[src/rtl/tripwm_pkg.sv]
package tripwm_pkg;

  localparam int BUS_W  = 16;
  localparam int ADDR_W = 3;
  localparam int CTRL_W = 6;

  localparam logic [ADDR_W-1:0] A_PERIOD = 3'd0;
  localparam logic [ADDR_W-1:0] A_BUFFER = 3'd1;
  localparam logic [ADDR_W-1:0] A_CYCLE  = 3'd2;
  localparam logic [ADDR_W-1:0] A_SKIP   = 3'd3;
  localparam logic [ADDR_W-1:0] A_CTRL   = 3'd4;

  typedef enum logic [1:0] {
    XFER_NONE   = 2'b00,
    XFER_CREST  = 2'b01,
    XFER_TROUGH = 2'b10,
    XFER_BOTH   = 2'b11
  } xfer_mode_e;

  typedef struct packed {
    logic       link;
    logic       src_trough;
    logic       skip_en;
    xfer_mode_e xfer;
    logic       run;
  } ctrl_t;

  function automatic logic [BUS_W-1:0] lane_merge(input logic [BUS_W-1:0] old_v,
                                                  input logic [BUS_W-1:0] new_v,
                                                  input logic [1:0]       be);
    return {be[1] ? new_v[15:8] : old_v[15:8],
            be[0] ? new_v[7:0]  : old_v[7:0]};
  endfunction

  function automatic logic xfer_hit(input xfer_mode_e m,
                                    input logic       at_crest,
                                    input logic       at_trough);
    return (m[0] & at_crest) | (m[1] & at_trough);
  endfunction

endpackage

[src/rtl/tri_counter.sv]
module tri_counter #(
  parameter int CNT_W = 16
) (
  input  logic             clk,
  input  logic             rst_n,
  input  logic             run,
  input  logic [CNT_W-1:0] period,
  output logic [CNT_W-1:0] count,
  output logic             crest,
  output logic             trough
);

  logic rising;
  logic live;

  assign live   = run && (period != '0);
  assign crest  = live && rising && (count >= period);
  assign trough = live && !rising && (count == '0);

  always_ff @(posedge clk or negedge rst_n) begin
    if (!rst_n) begin
      count  <= '0;
      rising <= 1'b1;
    end else if (live) begin
      if (rising) begin
        if (count >= period) begin
          rising <= 1'b0;
          count  <= count - 1'b1;
        end else begin
          count <= count + 1'b1;
        end
      end else begin
        if (count == '0) begin
          rising <= 1'b1;
          count  <= count + 1'b1;
        end else begin
          count <= count - 1'b1;
        end
      end
    end
  end


  turn_excl_chk: assert property (@(posedge clk) disable iff (!rst_n)
    !(crest && trough));


  hold_chk: assert property (@(posedge clk) disable iff (!rst_n)
    !run |=> count == $past(count));


  step_chk: assert property (@(posedge clk) disable iff (!rst_n)
    (live && !crest && !trough) |=>
      ((count == $past(count) + 1'b1) || (count == $past(count) - 1'b1)));

endmodule

[src/rtl/cycle_store.sv]
module cycle_store
  import tripwm_pkg::*;
#(
  parameter int CNT_W = 16
) (
  input  logic             clk,
  input  logic             rst_n,
  input  xfer_mode_e       mode,
  input  logic             crest,
  input  logic             trough,
  input  logic [CNT_W-1:0] buf_val,
  input  logic             host_wr,
  input  logic [CNT_W-1:0] host_val,
  output logic [CNT_W-1:0] cyc
);

  logic load_now;

  assign load_now = xfer_hit(mode, crest, trough);

  always_ff @(posedge clk or negedge rst_n) begin
    if (!rst_n) begin
      cyc <= '0;
    end else if (host_wr) begin
      cyc <= host_val;
    end else if (load_now) begin
      cyc <= buf_val;
    end
  end


  load_chk: assert property (@(posedge clk) disable iff (!rst_n)
    (load_now && !host_wr) |=> cyc == $past(buf_val));


  none_chk: assert property (@(posedge clk) disable iff (!rst_n)
    (mode == XFER_NONE && !host_wr) |=> $stable(cyc));

endmodule

[src/rtl/skip_gate.sv]
module skip_gate #(
  parameter int SKIP_W = 4
) (
  input  logic              clk,
  input  logic              rst_n,
  input  logic              crest,
  input  logic              trough,
  input  logic              src_trough,
  input  logic              skip_en,
  input  logic [SKIP_W-1:0] skip_n,
  input  logic              link,
  output logic              irq,
  output logic              ad_start
);

  logic [SKIP_W-1:0] tally;
  logic              sel_ev;
  logic              active;
  logic              fire;

  assign sel_ev = src_trough ? trough : crest;
  assign active = skip_en && (skip_n != '0);
  assign fire   = active && sel_ev &&
                  (({1'b0, tally} + 1'b1) >= {1'b0, skip_n});

  always_ff @(posedge clk or negedge rst_n) begin
    if (!rst_n) begin
      tally <= '0;
    end else if (!active) begin
      tally <= '0;
    end else if (sel_ev) begin
      tally <= fire ? '0 : tally + 1'b1;
    end
  end

  assign irq      = active ? fire : sel_ev;
  assign ad_start = link ? fire : sel_ev;


  link_idle_chk: assert property (@(posedge clk) disable iff (!rst_n)
    (link && !active) |-> !ad_start);


  link_pair_chk: assert property (@(posedge clk) disable iff (!rst_n)
    (link && ad_start) |-> irq);


  irq_src_chk: assert property (@(posedge clk) disable iff (!rst_n)
    irq |-> sel_ev);

endmodule

[src/rtl/tripwm_timer.sv]
module tripwm_timer
  import tripwm_pkg::*;
#(
  parameter int CNT_W  = 16,
  parameter int SKIP_W = 4
) (
  input  logic              clk,
  input  logic              rst_n,
  input  logic [2:0]        bus_addr,
  input  logic              bus_wr,
  input  logic [1:0]        bus_be,
  input  logic [15:0]       bus_wdata,
  output logic [15:0]       bus_rdata,
  output logic [CNT_W-1:0]  count,
  output logic              crest,
  output logic              trough,
  output logic              pwm_out,
  output logic              irq,
  output logic              ad_start
);

  logic [CNT_W-1:0]  per_q;
  logic [CNT_W-1:0]  buf_q;
  logic [SKIP_W-1:0] skn_q;
  ctrl_t             ctrl_q;
  logic [CNT_W-1:0]  cyc;
  logic              cyc_wr;
  logic [CNT_W-1:0]  cyc_wval;
  logic              ctrl_full;

  assign ctrl_full = (bus_be == 2'b11);
  assign cyc_wr    = bus_wr && (bus_addr == A_CYCLE) && (bus_be != 2'b00);
  assign cyc_wval  = CNT_W'(lane_merge(BUS_W'(cyc), bus_wdata, bus_be));

  always_ff @(posedge clk or negedge rst_n) begin
    if (!rst_n) begin
      per_q  <= '0;
      buf_q  <= '0;
      skn_q  <= '0;
      ctrl_q <= '0;
    end else if (bus_wr) begin
      case (bus_addr)
        A_PERIOD: per_q <= CNT_W'(lane_merge(BUS_W'(per_q), bus_wdata, bus_be));
        A_BUFFER: buf_q <= CNT_W'(lane_merge(BUS_W'(buf_q), bus_wdata, bus_be));
        A_SKIP:   skn_q <= SKIP_W'(lane_merge(BUS_W'(skn_q), bus_wdata, bus_be));
        A_CTRL:   if (ctrl_full) ctrl_q <= ctrl_t'(bus_wdata[CTRL_W-1:0]);
        default:  ;
      endcase
    end
  end

  always_comb begin
    case (bus_addr)
      A_PERIOD: bus_rdata = BUS_W'(per_q);
      A_BUFFER: bus_rdata = BUS_W'(buf_q);
      A_CYCLE:  bus_rdata = BUS_W'(cyc);
      A_SKIP:   bus_rdata = BUS_W'(skn_q);
      A_CTRL:   bus_rdata = BUS_W'(ctrl_q);
      default:  bus_rdata = '0;
    endcase
  end

  tri_counter #(.CNT_W(CNT_W)) u_cnt (
    .clk    (clk),
    .rst_n  (rst_n),
    .run    (ctrl_q.run),
    .period (per_q),
    .count  (count),
    .crest  (crest),
    .trough (trough)
  );

  cycle_store #(.CNT_W(CNT_W)) u_cyc (
    .clk      (clk),
    .rst_n    (rst_n),
    .mode     (ctrl_q.xfer),
    .crest    (crest),
    .trough   (trough),
    .buf_val  (buf_q),
    .host_wr  (cyc_wr),
    .host_val (cyc_wval),
    .cyc      (cyc)
  );

  skip_gate #(.SKIP_W(SKIP_W)) u_skip (
    .clk        (clk),
    .rst_n      (rst_n),
    .crest      (crest),
    .trough     (trough),
    .src_trough (ctrl_q.src_trough),
    .skip_en    (ctrl_q.skip_en),
    .skip_n     (skn_q),
    .link       (ctrl_q.link),
    .irq        (irq),
    .ad_start   (ad_start)
  );

  assign pwm_out = ctrl_q.run && (count >= cyc);


  ctrl_byte_chk: assert property (@(posedge clk) disable iff (!rst_n)
    (bus_wr && bus_addr == A_CTRL && bus_be != 2'b11) |=> ctrl_q == $past(ctrl_q));


  pwm_idle_chk: assert property (@(posedge clk) disable iff (!rst_n)
    !ctrl_q.run |-> !pwm_out);

endmodule

[config.mk]
export PLATFORM = sky130hd
export DESIGN_NAME = tripwm_timer
export DESIGN_NICKNAME = d
export VERILOG_FILES = /design/src/rtl/tripwm_pkg.sv /design/src/rtl/tri_counter.sv /design/src/rtl/cycle_store.sv /design/src/rtl/skip_gate.sv /design/src/rtl/tripwm_timer.sv
export SDC_FILE = /design/constraint.sdc
export NUM_CORES = 1
export LEC_CHECK = 0
export BUFFER_PORTS_ARGS = -buffer_cell sky130_fd_sc_hd__buf_2
export CAP_MARGIN = 20
export CORE_MARGIN = 2
export CORE_UTILIZATION = 50
export CTS_BUF_LIST = sky130_fd_sc_hd__clkbuf_4 sky130_fd_sc_hd__clkbuf_8
export DETAILED_ROUTE_END_ITERATION = 8
export PLACE_DENSITY = 0.7
export SYNTH_ARGS = -nofsm -noshare
export SYNTH_HDL_FRONTEND = slang
export SYNTH_HIERARCHICAL = 1
export SYNTH_SLANG_ARGS = --single-unit
[constraint.sdc]
create_clock -name clk -period 3.55 [get_ports clk]
set_input_delay 0.8875 -clock clk [delete_from_list [all_inputs] [get_ports clk]]
set_output_delay 0.8875 -clock clk [all_outputs]
set_load 0.01 [all_outputs]
==> key figures <==
Timing
  • Worst Tran Pin Value: 759 ps
  • Min Hold Slack: 409 ps
  • Relative slew slack: 0.493
  • Max Slew Vio Count: 0
  • Clock skew: 10.8 ps
  • Final worst path period need: 3460 ps
  • Fin crit share: 0.974
  • F_max: 289 MHz
  • # setup viols final: 0
  • Final Hold Fails: 0

Route
  • DR vias: 4509
  • Routed len/inst: 18.5 µm
  • DRC: 0
  • Final WL: 14200 µm
  • Drt first-iter violations: 279
  • Drt first pass iters: 5
  • Post-DRT Antenna Nets: 0
  • Vias per cell: 5.85

Finish
  • Final instance area: 6460 µm²
  • Footprint of the multi-input gates: 3410 µm²
  • FF/Latch Area: 1980 µm²
  • Nets: 692
  • # diodes: 0
  • Most frequent cells in the layout: dfrtp_1, mux2_2, buf_2
  • Commonest non-fill, non-tap cell in the layout: dfrtp_1
  • Finished Layout Cells: 771
  • Layout cell share with drive strength beyond 1: 0.344
  • Area growth from synthesis to layout: 14.3%
  • Final-layout fill cell count: 940

Setup path
  • Critical path type: reg -> out
  • CP Launch Type: register
  • CP max FO: 7
  • FF-to-FF setup slack: 580 ps
  • Arr. time, crit path: 2570 ps
  • FF-to-FF Start: u_cnt/count[0]
  • Worst endpoint required time: 2660 ps
  • Reg-to-Reg End: u_cnt/count[8]
  • Worst setup EP type: primary output
  • Reg2reg path depth: 8

Clock network
  • H-tree depth: 3
  • CTS Buf Count: 9
  • Worst-path clk slew: 80 ps
  • CTS Hold Bufs: 0
  • Clock Latency Late Sink: 370 ps
  • CTS tree: done
  • Root Driver: clkbuf_8
  • # clock sinks: 79
  • CTS Buffer Depth: 2

Logic synthesis
  • Post-synthesis compound-gate area fraction: 0.100
  • Synth Area in Simple Gates: 0.163
  • Synthesized instance count: 553
  • Syn_nets: 617
  • Number of library cell types mapped by synthesis: 71
  • FF+latch count, synth: 79
  • Post-synthesis adder-cell area fraction: 0.0885
  • Number of synthesized flops with an enable pin: 0
  • Largest family of logic cells by synthesized area: multiplexers
  • Syn_area_per_cell: 10.2 µm²
  • Ys flop type: dfrtp_1
  • FFs w/ async S/R, synth: 1.00
  • Synthesized cell area: 5650 µm²
  • Mux cell area share after synthesis: 0.218
  • Post-synthesis xor/xnor area fraction: 0.0261
  • Post-synthesis sequential area ratio: 0.350
  • Synth Warn #: 6

Floorplanning
  • Io pins: 61
  • Die area: 12200 µm²
  • Die Y: 110 µm
  • Core area: 10900 µm²
  • Die Span X: 110 µm
  • Placement Rows: 38
  • Initial Util: 0.517

Power
  • Pwr dens: 664 nW/µm²
  • Total chip power: 4.29 mW
  • Peak VDD IR: 0.000299 V
  • Pleak: 3.09 nW

Place
  • Detailed placement HPWL: 10300 µm
  • Placed cell areas: 6100 µm²
  • Placer Congestion: 0.844
  • # placed instances: 746
  • Port Buf Inserts: 60

Flow run
  • Max-Cap Viols: 0

Global route
  • Vias in the first global route: 4460
  • Pin count of the biggest net entering global routing: 80
  • First-pass GRT wire length: 22800 µm
  • Global Route Usage Sum: 0.248
  • Congestion Overflow GR: 0
  • Antenna violations before repair: 0

Run status
  • Status: complete, no violations

Hold path
  • Hold Path Class: in -> async
worst max-delay path, cell delays in order, from the launching register on:
cell and delay [ps]:
dfrtp_2 460, or4_4 560, nor4b_4 350, nand3_1 140, nor3_2 130, buf_4 170
mux2i_4 90, a31oi_1 150, buf_2 150
worst max-delay path by stage:
stage / startpoint / cells past startpoint / slack, ps / to
after floorplan: u_cnt/count[7] / 6 / 300 / irq
after global placement: u_cnt/count[8] / 8 / 360 / irq
after detailed placement: u_cnt/count[8] / 8 / 260 / irq
after CTS: u_cnt/count[7] / 8 / 50 / irq
after global routing: u_cnt/count[7] / 8 / -0.5 / irq
final: u_cnt/count[7] / 8 / 90 / irq
layout make-up:
class                   count  area share
multi-input cells         413       0.527
flip-flops and latches     79       0.307
repair buffers             86      0.0801
well taps                 140      0.0271
inverters                  39      0.0226
clock buffers              10      0.0213
clock inverters             4      0.0147
kinds of logic (layout without fill, tap and decap cells):
| logic type | count (synthesis) | after routing |
|---|---|---|
| simple gates | 164 | 164 |
| flops | 79 | 79 |
| compound gates | 86 | 86 |
| buf+inv | 61 | 139 |
| fa+ha+maj | 40 | 40 |
| xor+xnor | 16 | 16 |
| mux | 107 | 107 |
routing by layer:
metal	wire length, µm	global-route usage	part of all wire
met1	6380	0.337	0.45
met2	6890	0.393	0.48
met3	563	0.0335	0.040
met4	399	0.113	0.028
met5	0	0	0
synthesized netlist by cell type, drive strengths merged, types with 11 or more instances:
master	n	area (µm²)
a21oi	26	130
buf	17	136
dfrtp	78	1950
ha	40	500
inv	39	146
mux2	77	905
mux2i	29	303
nand2	44	165
nand3	16	90.1
nor2	44	178
o21ai	32	160
xor2	11	96.3
flip-flops by register name, indices dropped and copies added (netlist names):
register      flops
buf_q            16
ctrl_q            6
per_q            16
skn_q             4
u_cnt/count      16
u_cnt/rising      1
u_cyc/cyc        16
u_skip/tally      4
report_power, final:
part | internal (mW) | leakage [nW] | switching, mW
logic | 0.935 | 1.99 | 0.978
clock network | 0.478 | 0.118 | 0.341
registers | 1.18 | 0.984 | 0.380
total | 2.59 | 3.09 | 1.70
per-stage QoR:
step           worst slack [ps]   util  TNS, ps
5_1_grt                  -0.534  0.591   -0.534
2_1_floorplan               295      -        0
3_5_place_dp                256  0.558        0
4_1_cts                    47.5  0.581        0
3_3_place_gp                365  0.558        0
6_report                   94.0  0.591        0
what timing repair did:
item                       in CTS  in global routing
resized for setup               1                  8
pin swaps                       0                  3
buffers inserted                2                  8
setup endpoints to repair       2                  2
Power figures use the tool's default switching activity.
